## src/rtl/dshot_quad_pkg.sv

```systemverilog
package dshot_quad_pkg;
    localparam int CMD_W       = 16;
    localparam int FRAME_W     = 16;
    localparam int THR_W       = 11;
    localparam int CSUM_W      = 4;
    localparam int DATA_SLOTS  = FRAME_W;
    localparam int IDLE_SLOTS  = 4;
    localparam int TOTAL_SLOTS = DATA_SLOTS + IDLE_SLOTS;
    localparam int SLOT_W      = $clog2(TOTAL_SLOTS);
    localparam int BIT_IDX_W   = $clog2(FRAME_W);
    localparam int TEL_POS     = CMD_W - 1;
    // Pulse width fractions: numerator over 2**FRAC_SHIFT
    localparam int FRAC_SHIFT  = 10;
    localparam int ZERO_NUM    = 379;
    localparam int ONE_NUM     = 767;

    typedef logic [FRAME_W-1:0] frame_t;
    typedef logic [SLOT_W-1:0]  slot_t;
endpackage

```

## src/rtl/dshot_frame_build.sv

```systemverilog
module dshot_frame_build
    import dshot_quad_pkg::*;
(
    input  logic [CMD_W-1:0] cmd_i,
    input  logic             bidir_i,
    output frame_t           frame_o
);
    localparam int UPPER_W = FRAME_W - CSUM_W;
    localparam int NIBBLES = UPPER_W / CSUM_W;

    logic [UPPER_W-1:0] upper;
    logic [CSUM_W-1:0]  csum;

    always_comb begin
        upper = {cmd_i[THR_W-1:0], cmd_i[TEL_POS]};
        csum  = '0;
        for (int n = 0; n < NIBBLES; n++) begin
            csum = csum ^ upper[n*CSUM_W +: CSUM_W];
        end
        if (bidir_i) begin
            csum = ~csum;
        end
        frame_o = {upper, csum};
    end
endmodule

```

## src/rtl/dshot_slot_timer.sv

```systemverilog
module dshot_slot_timer
    import dshot_quad_pkg::*;
#(
    parameter int PERIOD_W   = 16,
    parameter int CLK_HZ     = 125_000_000,
    parameter int MIN_RATE   = 150_000,
    parameter int MIN_PERIOD = 4
) (
    input  logic                clk_i,
    input  logic                rst_ni,
    input  logic                load_i,
    input  logic                force_i,
    input  logic                bidir_i,
    input  logic [PERIOD_W-1:0] period_i,
    output logic                start_o,
    output logic                busy_o,
    output logic                pol_o,
    output slot_t               slot_o,
    output logic [PERIOD_W-1:0] cnt_o,
    output logic [PERIOD_W-1:0] hi0_o,
    output logic [PERIOD_W-1:0] hi1_o
);
    localparam int PROD_W     = PERIOD_W + FRAC_SHIFT;
    localparam int MAX_PERIOD = CLK_HZ / MIN_RATE;
    localparam logic [PERIOD_W-1:0] MAX_P = PERIOD_W'(MAX_PERIOD);
    localparam logic [PERIOD_W-1:0] MIN_P = PERIOD_W'(MIN_PERIOD);
    localparam slot_t LAST_SLOT = slot_t'(TOTAL_SLOTS - 1);

    typedef struct packed {
        logic                busy;
        logic                pol;
        slot_t               slot;
        logic [PERIOD_W-1:0] cnt;
        logic [PERIOD_W-1:0] per;
        logic [PERIOD_W-1:0] hi0;
        logic [PERIOD_W-1:0] hi1;
    } tstate_t;

    tstate_t st_d, st_q;
    logic [PERIOD_W-1:0] per_clamp;
    logic [PROD_W-1:0]   prod0, prod1;
    logic                start;

    always_comb begin
        if (period_i < MIN_P) begin
            per_clamp = MIN_P;
        end else if (period_i > MAX_P) begin
            per_clamp = MAX_P;
        end else begin
            per_clamp = period_i;
        end
        prod0 = PROD_W'(per_clamp) * PROD_W'(ZERO_NUM);
        prod1 = PROD_W'(per_clamp) * PROD_W'(ONE_NUM);
        start = load_i & (~st_q.busy | force_i);

        st_d = st_q;
        if (start) begin
            st_d.busy = 1'b1;
            st_d.pol  = bidir_i;
            st_d.slot = '0;
            st_d.cnt  = '0;
            st_d.per  = per_clamp;
            st_d.hi0  = prod0[PROD_W-1:FRAC_SHIFT];
            st_d.hi1  = prod1[PROD_W-1:FRAC_SHIFT];
        end else if (st_q.busy) begin
            if (st_q.cnt == (st_q.per - PERIOD_W'(1))) begin
                st_d.cnt = '0;
                if (st_q.slot == LAST_SLOT) begin
                    st_d.busy = 1'b0;
                    st_d.slot = '0;
                end else begin
                    st_d.slot = st_q.slot + slot_t'(1);
                end
            end else begin
                st_d.cnt = st_q.cnt + PERIOD_W'(1);
            end
        end
    end

    always_ff @(posedge clk_i) begin
        if (!rst_ni) begin
            st_q <= '0;
        end else begin
            st_q <= st_d;
        end
    end

    assign start_o = start;
    assign busy_o  = st_q.busy;
    assign pol_o   = st_q.pol;
    assign slot_o  = st_q.slot;
    assign cnt_o   = st_q.cnt;
    assign hi0_o   = st_q.hi0;
    assign hi1_o   = st_q.hi1;

    // counters stay inside the frame geometry while busy
    a_r5_slot_bounds: assert property (@(posedge clk_i) disable iff (!rst_ni)
        st_q.busy |-> (st_q.cnt < st_q.per) && (st_q.slot <= LAST_SLOT));

    // captured period always lies in the legal range
    a_r6_period_clamp: assert property (@(posedge clk_i) disable iff (!rst_ni)
        st_q.busy |-> (st_q.per >= MIN_P) && (st_q.per <= MAX_P));

    // refused load leaves period and polarity untouched
    a_r8_refuse_keeps: assert property (@(posedge clk_i) disable iff (!rst_ni)
        (st_q.busy && load_i && !force_i) |=> ($stable(st_q.per) && $stable(st_q.pol)));

    // forced load restarts at slot 0
    a_r9_force_restart: assert property (@(posedge clk_i) disable iff (!rst_ni)
        (load_i && force_i) |=> (st_q.busy && st_q.slot == '0 && st_q.cnt == '0));
endmodule

```

## src/rtl/dshot_pulse_gen.sv

```systemverilog
module dshot_pulse_gen
    import dshot_quad_pkg::*;
#(
    parameter int PERIOD_W = 16
) (
    input  logic                clk_i,
    input  logic                rst_ni,
    input  logic                start_i,
    input  frame_t              frame_i,
    input  logic                busy_i,
    input  logic                pol_i,
    input  slot_t               slot_i,
    input  logic [PERIOD_W-1:0] cnt_i,
    input  logic [PERIOD_W-1:0] hi0_i,
    input  logic [PERIOD_W-1:0] hi1_i,
    output logic                line_o
);
    typedef struct packed {
        frame_t frame;
    } pstate_t;

    pstate_t st_d, st_q;
    slot_t                 idx_full;
    logic [BIT_IDX_W-1:0]  idx;
    logic                  cur_bit;
    logic                  in_data;
    logic [PERIOD_W-1:0]   hi_sel;
    logic                  active;

    always_comb begin
        st_d = st_q;
        if (start_i) begin
            st_d.frame = frame_i;
        end
    end

    always_ff @(posedge clk_i) begin
        if (!rst_ni) begin
            st_q <= '0;
        end else begin
            st_q <= st_d;
        end
    end

    always_comb begin
        idx_full = slot_t'(FRAME_W - 1) - slot_i;
        idx      = idx_full[BIT_IDX_W-1:0];
        cur_bit  = st_q.frame[idx];
        in_data  = slot_i < slot_t'(DATA_SLOTS);
        hi_sel   = cur_bit ? hi1_i : hi0_i;
        active   = busy_i && in_data && (cnt_i < hi_sel);
        line_o   = active ^ pol_i;
    end

    // every data slot opens at the active level
    a_r3_slot_opens: assert property (@(posedge clk_i) disable iff (!rst_ni)
        (busy_i && in_data && cnt_i == '0) |-> (line_o != pol_i));

    // trailing slots stay at the inactive level
    a_r5_tail_quiet: assert property (@(posedge clk_i) disable iff (!rst_ni)
        (busy_i && !in_data) |-> (line_o == pol_i));

    // idle line rests at the inactive level
    a_r7_idle_level: assert property (@(posedge clk_i) disable iff (!rst_ni)
        !busy_i |-> (line_o == pol_i));
endmodule

```

## src/rtl/dshot_quad_tx.sv

```systemverilog
module dshot_quad_tx
    import dshot_quad_pkg::*;
#(
    parameter int NCH        = 4,
    parameter int PERIOD_W   = 16,
    parameter int CLK_HZ     = 125_000_000,
    parameter int MIN_RATE   = 150_000,
    parameter int MIN_PERIOD = 4
) (
    input  logic                  clk_i,
    input  logic                  rst_ni,
    input  logic                  bidir_i,
    input  logic [PERIOD_W-1:0]   period_i,
    input  logic                  load_i,
    input  logic                  force_i,
    input  logic [NCH*CMD_W-1:0]  cmd_i,
    output logic                  busy_o,
    output logic [NCH-1:0]        line_o
);
    logic                start;
    logic                busy;
    logic                pol;
    slot_t               slot;
    logic [PERIOD_W-1:0] cnt;
    logic [PERIOD_W-1:0] hi0;
    logic [PERIOD_W-1:0] hi1;

    dshot_slot_timer #(
        .PERIOD_W   (PERIOD_W),
        .CLK_HZ     (CLK_HZ),
        .MIN_RATE   (MIN_RATE),
        .MIN_PERIOD (MIN_PERIOD)
    ) timer_i (
        .clk_i    (clk_i),
        .rst_ni   (rst_ni),
        .load_i   (load_i),
        .force_i  (force_i),
        .bidir_i  (bidir_i),
        .period_i (period_i),
        .start_o  (start),
        .busy_o   (busy),
        .pol_o    (pol),
        .slot_o   (slot),
        .cnt_o    (cnt),
        .hi0_o    (hi0),
        .hi1_o    (hi1)
    );

    for (genvar ch = 0; ch < NCH; ch++) begin : g_chan
        frame_t frame;

        dshot_frame_build build_i (
            .cmd_i   (cmd_i[ch*CMD_W +: CMD_W]),
            .bidir_i (bidir_i),
            .frame_o (frame)
        );

        dshot_pulse_gen #(
            .PERIOD_W (PERIOD_W)
        ) pulse_i (
            .clk_i   (clk_i),
            .rst_ni  (rst_ni),
            .start_i (start),
            .frame_i (frame),
            .busy_i  (busy),
            .pol_i   (pol),
            .slot_i  (slot),
            .cnt_i   (cnt),
            .hi0_i   (hi0),
            .hi1_i   (hi1),
            .line_o  (line_o[ch])
        );
    end

    assign busy_o = busy;

    // all channels share one phase, so at a slot start they are all active
    a_r3_lockstep: assert property (@(posedge clk_i) disable iff (!rst_ni)
        (busy && slot == '0 && cnt == '0) |-> (line_o == {NCH{~pol}}));
endmodule

```

## config.mk

```make
export PLATFORM = sky130hd
export DESIGN_NAME = dshot_quad_tx
export DESIGN_NICKNAME = d
export VERILOG_FILES = /design/src/rtl/dshot_quad_pkg.sv /design/src/rtl/dshot_frame_build.sv /design/src/rtl/dshot_slot_timer.sv /design/src/rtl/dshot_pulse_gen.sv /design/src/rtl/dshot_quad_tx.sv
export SDC_FILE = /design/constraint.sdc
export NUM_CORES = 1
export LEC_CHECK = 0
export ABC_AREA = 1
export BUFFER_PORTS_ARGS = -buffer_cell sky130_fd_sc_hd__buf_4
export CAP_MARGIN = 20
export CELL_PAD_IN_SITES_DETAIL_PLACEMENT = 1
export CELL_PAD_IN_SITES_GLOBAL_PLACEMENT = 2
export CORE_MARGIN = 2
export CORE_UTILIZATION = 30
export DETAILED_ROUTE_END_ITERATION = 8
export PLACE_DENSITY = 0.79
export SLEW_MARGIN = 20
export SYNTH_ARGS = -nofsm -noshare
export SYNTH_HDL_FRONTEND = slang
export SYNTH_SLANG_ARGS = --single-unit
```

## constraint.sdc

```tcl
create_clock -name clk_i -period 8.8 [get_ports clk_i]
set_input_delay 1.76 -clock clk_i [delete_from_list [all_inputs] [get_ports clk_i]]
set_output_delay 1.76 -clock clk_i [all_outputs]
set_load 0.02 [all_outputs]
```

==> impl_metrics.py, run 1 <==
metrics = {
    "power_and_ir_drop": {
        "cellPowerDensity_mw_per_mm2": 205,
        "p_leak_nw": 8.25,
        "ir_drop_mv": 0.135,
    },
    "floorplanning": {
        "die_h_um": 227,
        "pin_count": 90,
        "die_w_um": 227,
        "dieArea_mm2": 0.0514,
        "fp-row-count": 81,
        "start_util_pct": 30.4,
        "coreArea_mm2": 0.0490,
    },
    "grt": {
        "grt_start_max_net_pins": 111,
        "grt_pass1_wl_um": 74400,
        "track_usage_pct": 18.5,
        "grt_pass1_vias": 14200,
        "grt-ovfl-total": 0,
        "antenna_found_initial": 1,
    },
    "routing": {
        "drtIter0Drc": 585,
        "drcViolationCount": 0,
        "vias": 13300,
        "antenna_left": 0,
        "vias_per_cell": 4.76,
        "drt_wl_total_um": 46100,
        "firstDrtPassIters": 5,
        "wire_per_inst_um": 16.5,
    },
    "clock_tree": {
        "cts_resized": 0,
        "postCtsHoldBufs": 0,
        "htreeDepth": 4,
        "clkTransAtPathRegs_ps": 60,
        "clockBufferDepth": 2,
        "insertion_delay_ps": 450,
        "clockRootBuffer": "clkbuf_16",
        "cts_tree": "built",
        "cts_made_buffers": 17,
        "postCtsSetupBuffers": 0,
        "cts_num_sinks": 134,
    },
    "timing": {
        "setup_tns_ps": 0,
        "fin_crit_ps": 7770,
        "finalCritPeriodShare_pct": 88.3,
        "fmax_ghz": 0.129,
        "finalHoldViolations": 0,
        "rsz0062_at_grt": "no",
        "skew_ps": 7.70,
        "max-slew-margin-rel_pct": 31.2,
        "maxSlewViolCount": 0,
        "setup_ws_ps": 1030,
        "setup_violations": 0,
        "worst_pin_slew_ps": 1030,
    },
    "layout": {
        "fillers": 6061,
        "multi_input_area_mm2": 0.0105,
        "nets": 2486,
        "area_growth_syn_to_layout_pct": 13.1,
        "seqCellArea_mm2": 0.00268,
        "utilization_pct": 34.4,
        "drive_above_1_share_pct": 7.99,
        "n_antenna_cell": 0,
    },
    "setup_path": {
        "crit_slowest_cell": "fa_1",
        "crit_arrival_ps": 8160,
        "worst-path-max-fanout": 7,
        "path_class": "input port to flop",
        "startpoint_type": "input port",
        "crit_required_ps": 9180,
        "end_kind": "flop",
        "cpMostUsedCell": "inv_1",
        "cp_slowest_stage_delay_ps": 570,
    },
    "yosys": {
        "synthDistinctLibCells": 59,
        "yosysWarnings": 0,
        "ys_seq_area_share_pct": 18.0,
        "synthCells": 2028,
        "synth_area_mm2": 0.0149,
        "synth_ff_type": "dfxtp_1",
        "synthArstFlopShare_pct": 0,
        "post_synth.cell_area_avg_um2": 7.34,
        "synth-edff-count": 0,
        "synth_seq_cells": 134,
    },
    "outcome": {
        "outcome": "complete, no violations",
    },
    "flow_run": {
        "drv_cap": 0,
    },
    "placement": {
        "port_buffers": 73,
        "hpwl_um": 37600,
        "place_ws_ps": 533,
        "place_congestion": 0.875,
    },
    "min_path": {
        "hold_class": "flop to flop",
    },
}
## metal layers
metal  GRT usage, %  up-vias  wire length, µm
met5              0        -                0
met4           3.86        0              631
met3           1.94       34              870
met2           32.6      115            22800
met1           24.3     6511            21900
li1               -     6625                -
## critical path, delay by kind of cell
family,cells,cell delay (ps)
adders and majority gates,6,2770
and+or+nand+nor,10,1930
AOI/OAI and AO/OA,4,910
buffers and inverters,9,750
## final cells by class
| cell class | instances | area share (%) |
|---|---|---|
| well taps | 664 | 4.94 |
| flip-flops and latches | 134 | 15.9 |
| repair buffers | 85 | 3.79 |
| clock buffers | 20 | 2.71 |
| multi-input cells | 1470 | 62.7 |
| clock inverters | 12 | 0.841 |
| inverters | 406 | 9.06 |
## power by group
part | switching (mW) | leakage (nW) | total, mW | internal [mW]
logic | 1.25 | 6.87 | 1.95 | 0.695
registers | 0.0704 | 1.10 | 0.750 | 0.680
clock network | 0.309 | 0.282 | 0.746 | 0.436
total | 1.63 | 8.25 | 3.45 | 1.81
## cell usage in the layout (no fill, tap or decap), types with 5 or more instances in the layout
cell type	n
o211ai_1	28
a211oi_1	8
a21o_1	5
clkbuf_16	17
inv_2	12
nand2_1	372
xnor2_1	55
nor2_4	12
nor3_1	14
dfxtp_1	134
a21oi_1	143
xor2_1	32
buf_4	85
ha_1	167
or2_2	5
fa_1	120
nand4_1	22
nor2_2	5
o21ai_0	159
conb_1	47
inv_1	392
nor4_1	9
o22ai_1	11
nor2_1	86
nand3_1	121
## state kept, by name, indices dropped and copies added (netlist names)
signal               count
timer_i.hi1_o           16
timer_i.hi0_o           15
timer_i.busy_o           1
timer_i.pol_o            1
timer_i.cnt_o           16
g_chan.pulse_i.st_q     64
timer_i.st_q            16
timer_i.slot_o           5
## Yosys cell counts (all sizes together) (3+ instances only)
cell type  count  area share (%)
clkbuf        35            0.88
nand3        123             4.3
o21ai        161             5.4
nor3          16            0.61
a31oi          4            0.17
o22ai         11            0.46
xor2          33             2.0
a21oi        144             4.9
fa           120              16
nand2        375             9.5
o211ai        28             1.4
ha           167              14
xnor2         55             3.2
nor2         103             3.3
dfxtp        134              18
a21o           5            0.25
a2111oi        3            0.18
o21bai         3            0.15
and3           3            0.13
or2            7            0.29
nor4          10            0.46
o221ai         3            0.18
o221a          3            0.23
inv          404              10
buf           28             1.2
a211oi         8            0.40
nand4         24             1.1
## path summary, 6_finish.rpt
| kind | cells after the start | to | slack [ps] | start |
|---|---|---|---|---|
| hold / removal | 2 | g_chan[2].pulse_i.st_q[6] | 450 | g_chan[2].pulse_i.st_q[6] |
| setup / recovery | 29 | timer_i.hi1_o[10] | 1030 | period_i[14] |
| setup reg to reg | 11 | timer_i.cnt_o[6] | 6110 | timer_i.st_q[32] |
| hold reg to reg | 2 | g_chan[2].pulse_i.st_q[6] | 450 | g_chan[2].pulse_i.st_q[6] |
## cells by family (layout without fill, tap and decap cells)
logic type / count (synthesis) / in the layout / share of synthesized area (%)
AOI/OAI and AO/OA: 382 / 382 / 14.3
xor gates and xnor gates: 88 / 88 / 5.23
adders and majority gates: 287 / 287 / 30.2
buffers and inverters: 469 / 523 / 12.3
DFF: 134 / 134 / 18.0
other: 2 / 47 / 0.0505
and+or+nand+nor: 666 / 666 / 20.0
## stage by stage
step	hold WS (ps)	cell area [µm²]	power, mW	cells
6_report	454	16800	3.45	2791
5_1_grt	475	16800	3.78	2791
4_1_cts	455	16800	3.37	2791
3_5_place_dp	444	16200	2.61	2759
3_3_place_gp	437	16200	2.57	2759
2_1_floorplan	429	15000	2.11	2073
Power figures use the tool's default switching activity.
==> run 2, diff against run 1 <==
--- a/config.mk
+++ b/config.mk
@@ -12,7 +12,10 @@
 export CELL_PAD_IN_SITES_GLOBAL_PLACEMENT = 2
 export CORE_MARGIN = 2
 export CORE_UTILIZATION = 30
+export CTS_BUF_LIST = sky130_fd_sc_hd__clkbuf_16
 export DETAILED_ROUTE_END_ITERATION = 8
+export GPL_ROUTABILITY_DRIVEN = 0
+export MAX_ROUTING_LAYER = met4
 export PLACE_DENSITY = 0.79
 export SLEW_MARGIN = 20
 export SYNTH_ARGS = -nofsm -noshare
==> run 2 against run 1 <==
Clock-buffer cell count decreased by 3. Routed wire length decreased by 0.33%. Hold slack got worse by 2.0 ps. Via count about the same. Die area unchanged. Sequential power about the same. First-iteration DRC count decreased by 6.7%. Final area decreased by 0.28%. Sequential cell count unchanged. Combinational power about the same. Critical path type unchanged. Critical endpoint is now timer_i.hi1_o[11].
==> impl_metrics.py, run 2 (same netlist as run 1, synthesis figures left out) <==
metrics = {
    "outcome": {
        "outcome": "complete, no violations",
    },
    "timing": {
        "setup_tns_ps": 0,
        "skew_ps": 17.5,
        "rsz0062_at_grt": "no",
        "finalHoldViolations": 0,
        "setup_violations": 0,
        "fin_crit_ps": 7730,
        "max-slew-margin-rel_pct": 29.7,
        "maxSlewViolCount": 0,
        "fmax_ghz": 0.129,
        "finalCritPeriodShare_pct": 87.8,
        "worst_pin_slew_ps": 1050,
    },
    "clock_tree": {
        "cts_tree": "built",
        "htreeDepth": 4,
        "clkTransAtPathRegs_ps": 60,
        "cts_made_buffers": 17,
        "clockRootBuffer": "clkbuf_16",
        "cts_resized": 0,
        "insertion_delay_ps": 450,
        "postCtsHoldBufs": 0,
        "cts_num_sinks": 134,
        "postCtsSetupBuffers": 0,
        "clockBufferDepth": 2,
    },
    "grt": {
        "grt-ovfl-total": 0,
        "grt_start_max_net_pins": 111,
        "grt_pass1_wl_um": 75000,
        "track_usage_pct": 19.2,
        "antenna_found_initial": 0,
        "grt_pass1_vias": 14200,
    },
    "floorplanning": {
        "pin_count": 90,
        "fp-row-count": 81,
        "coreArea_mm2": 0.0490,
        "die_w_um": 227,
        "dieArea_mm2": 0.0514,
        "die_h_um": 227,
        "start_util_pct": 30.4,
    },
    "routing": {
        "antenna_left": 0,
        "vias_per_cell": 4.76,
        "wire_per_inst_um": 16.5,
        "vias": 13300,
        "drcViolationCount": 0,
        "firstDrtPassIters": 5,
        "drtIter0Drc": 546,
        "drt_wl_total_um": 46000,
    },
    "layout": {
        "final_cell_mix": "393 x inv_1, 372 x nand2_1, 167 x ha_1, 159 x o21ai_0, 143 x a21oi_1",
        "drive_above_1_share_pct": 7.99,
        "finalNonFillerCells": 2792,
        "largest_register": "g_chan.pulse_i.st_q",
        "fillers": 6042,
        "nets": 2488,
        "largest_reg_flops": 64,
        "layout_commonest_cell": "inv_1",
        "area_growth_syn_to_layout_pct": 12.7,
        "n_antenna_cell": 0,
    },
    "setup_path": {
        "reg2reg_slack_ps": 6140,
        "end_kind": "flop",
        "startpoint_type": "input port",
        "crit_arrival_ps": 8130,
        "path_class": "input port to flop",
        "crit_slowest_cell": "fa_1",
        "crit_required_ps": 9200,
        "worst-path-max-fanout": 7,
        "crit_buf_inv": 6,
        "cp_slowest_stage_delay_ps": 640,
        "cp_top_family": "adder cells",
    },
    "placement": {
        "port_buffers": 73,
        "hpwl_um": 37400,
        "dp.cells": 2761,
    },
    "power_and_ir_drop": {
        "ir_drop_mv": 0.154,
        "p_leak_nw": 8.24,
        "cellPowerDensity_mw_per_mm2": 201,
    },
    "flow_run": {
        "drv_cap": 0,
    },
    "min_path": {
        "hold_class": "flop to flop",
    },
}
==> run 2: tightest hold or removal path: cells and delay by family (launching register included) <==
| kind | cells | cell delay (ps) |
|---|---|---|
| AND/OR/NAND/NOR | 2 | 90 |
| flip-flops | 1 | 310 |
==> run 2: through the flow <==
step	worst slack, ps	area [µm²]	power [mW]	util [%]	hold slack, ps
detailed placement	583	16200	2.60	33.2	444
global placement	683	16200	2.56	33.2	439
CTS	1010	16800	3.30	34.3	454
finish	1070	16800	3.36	34.3	452
global route	595	16800	3.72	34.3	473
floorplan	1400	15000	2.11	-	429
==> run 2: cell type report <==
type	instances	area, µm²	share of cell area (%)
Clock buffer	17	425	2.54
Clock inverter	14	111	0.664
Inverter	406	1520	9.08
Multi-Input combinational cell	1470	10500	62.9
Sequential cell	134	2680	16.0
Tap cell	664	831	4.95
Timing Repair Buffer	87	653	3.89
==> run 2: per-layer routing <==
metal | share of wire (%) | vias to the layer above | GRT usage, %
met5 | 0 | - | -
met4 | 2.0 | 0 | 5.39
met3 | 1.9 | 47 | 1.96
met2 | 49 | 133 | 32.5
met1 | 47 | 6470 | 24.3
li1 | - | 6645 | -
==> run 2: final timing paths <==
path | from | depth (start not counted) | endpoint
max | period_i[14] | 25 | timer_i.hi1_o[11]
min | timer_i.st_q[47] | 2 | timer_i.st_q[47]
max reg2reg | timer_i.st_q[32] | 11 | timer_i.slot_o[1]
min reg2reg | timer_i.st_q[47] | 2 | timer_i.st_q[47]
==> run 2: power breakdown <==
| group | total (mW) | internal (mW) | switching, mW |
|---|---|---|---|
| sequential | 0.748 | 0.680 | 0.0682 |
| clock | 0.679 | 0.383 | 0.296 |
| combinational | 1.94 | 0.698 | 1.24 |
| total | 3.36 | 1.76 | 1.60 |
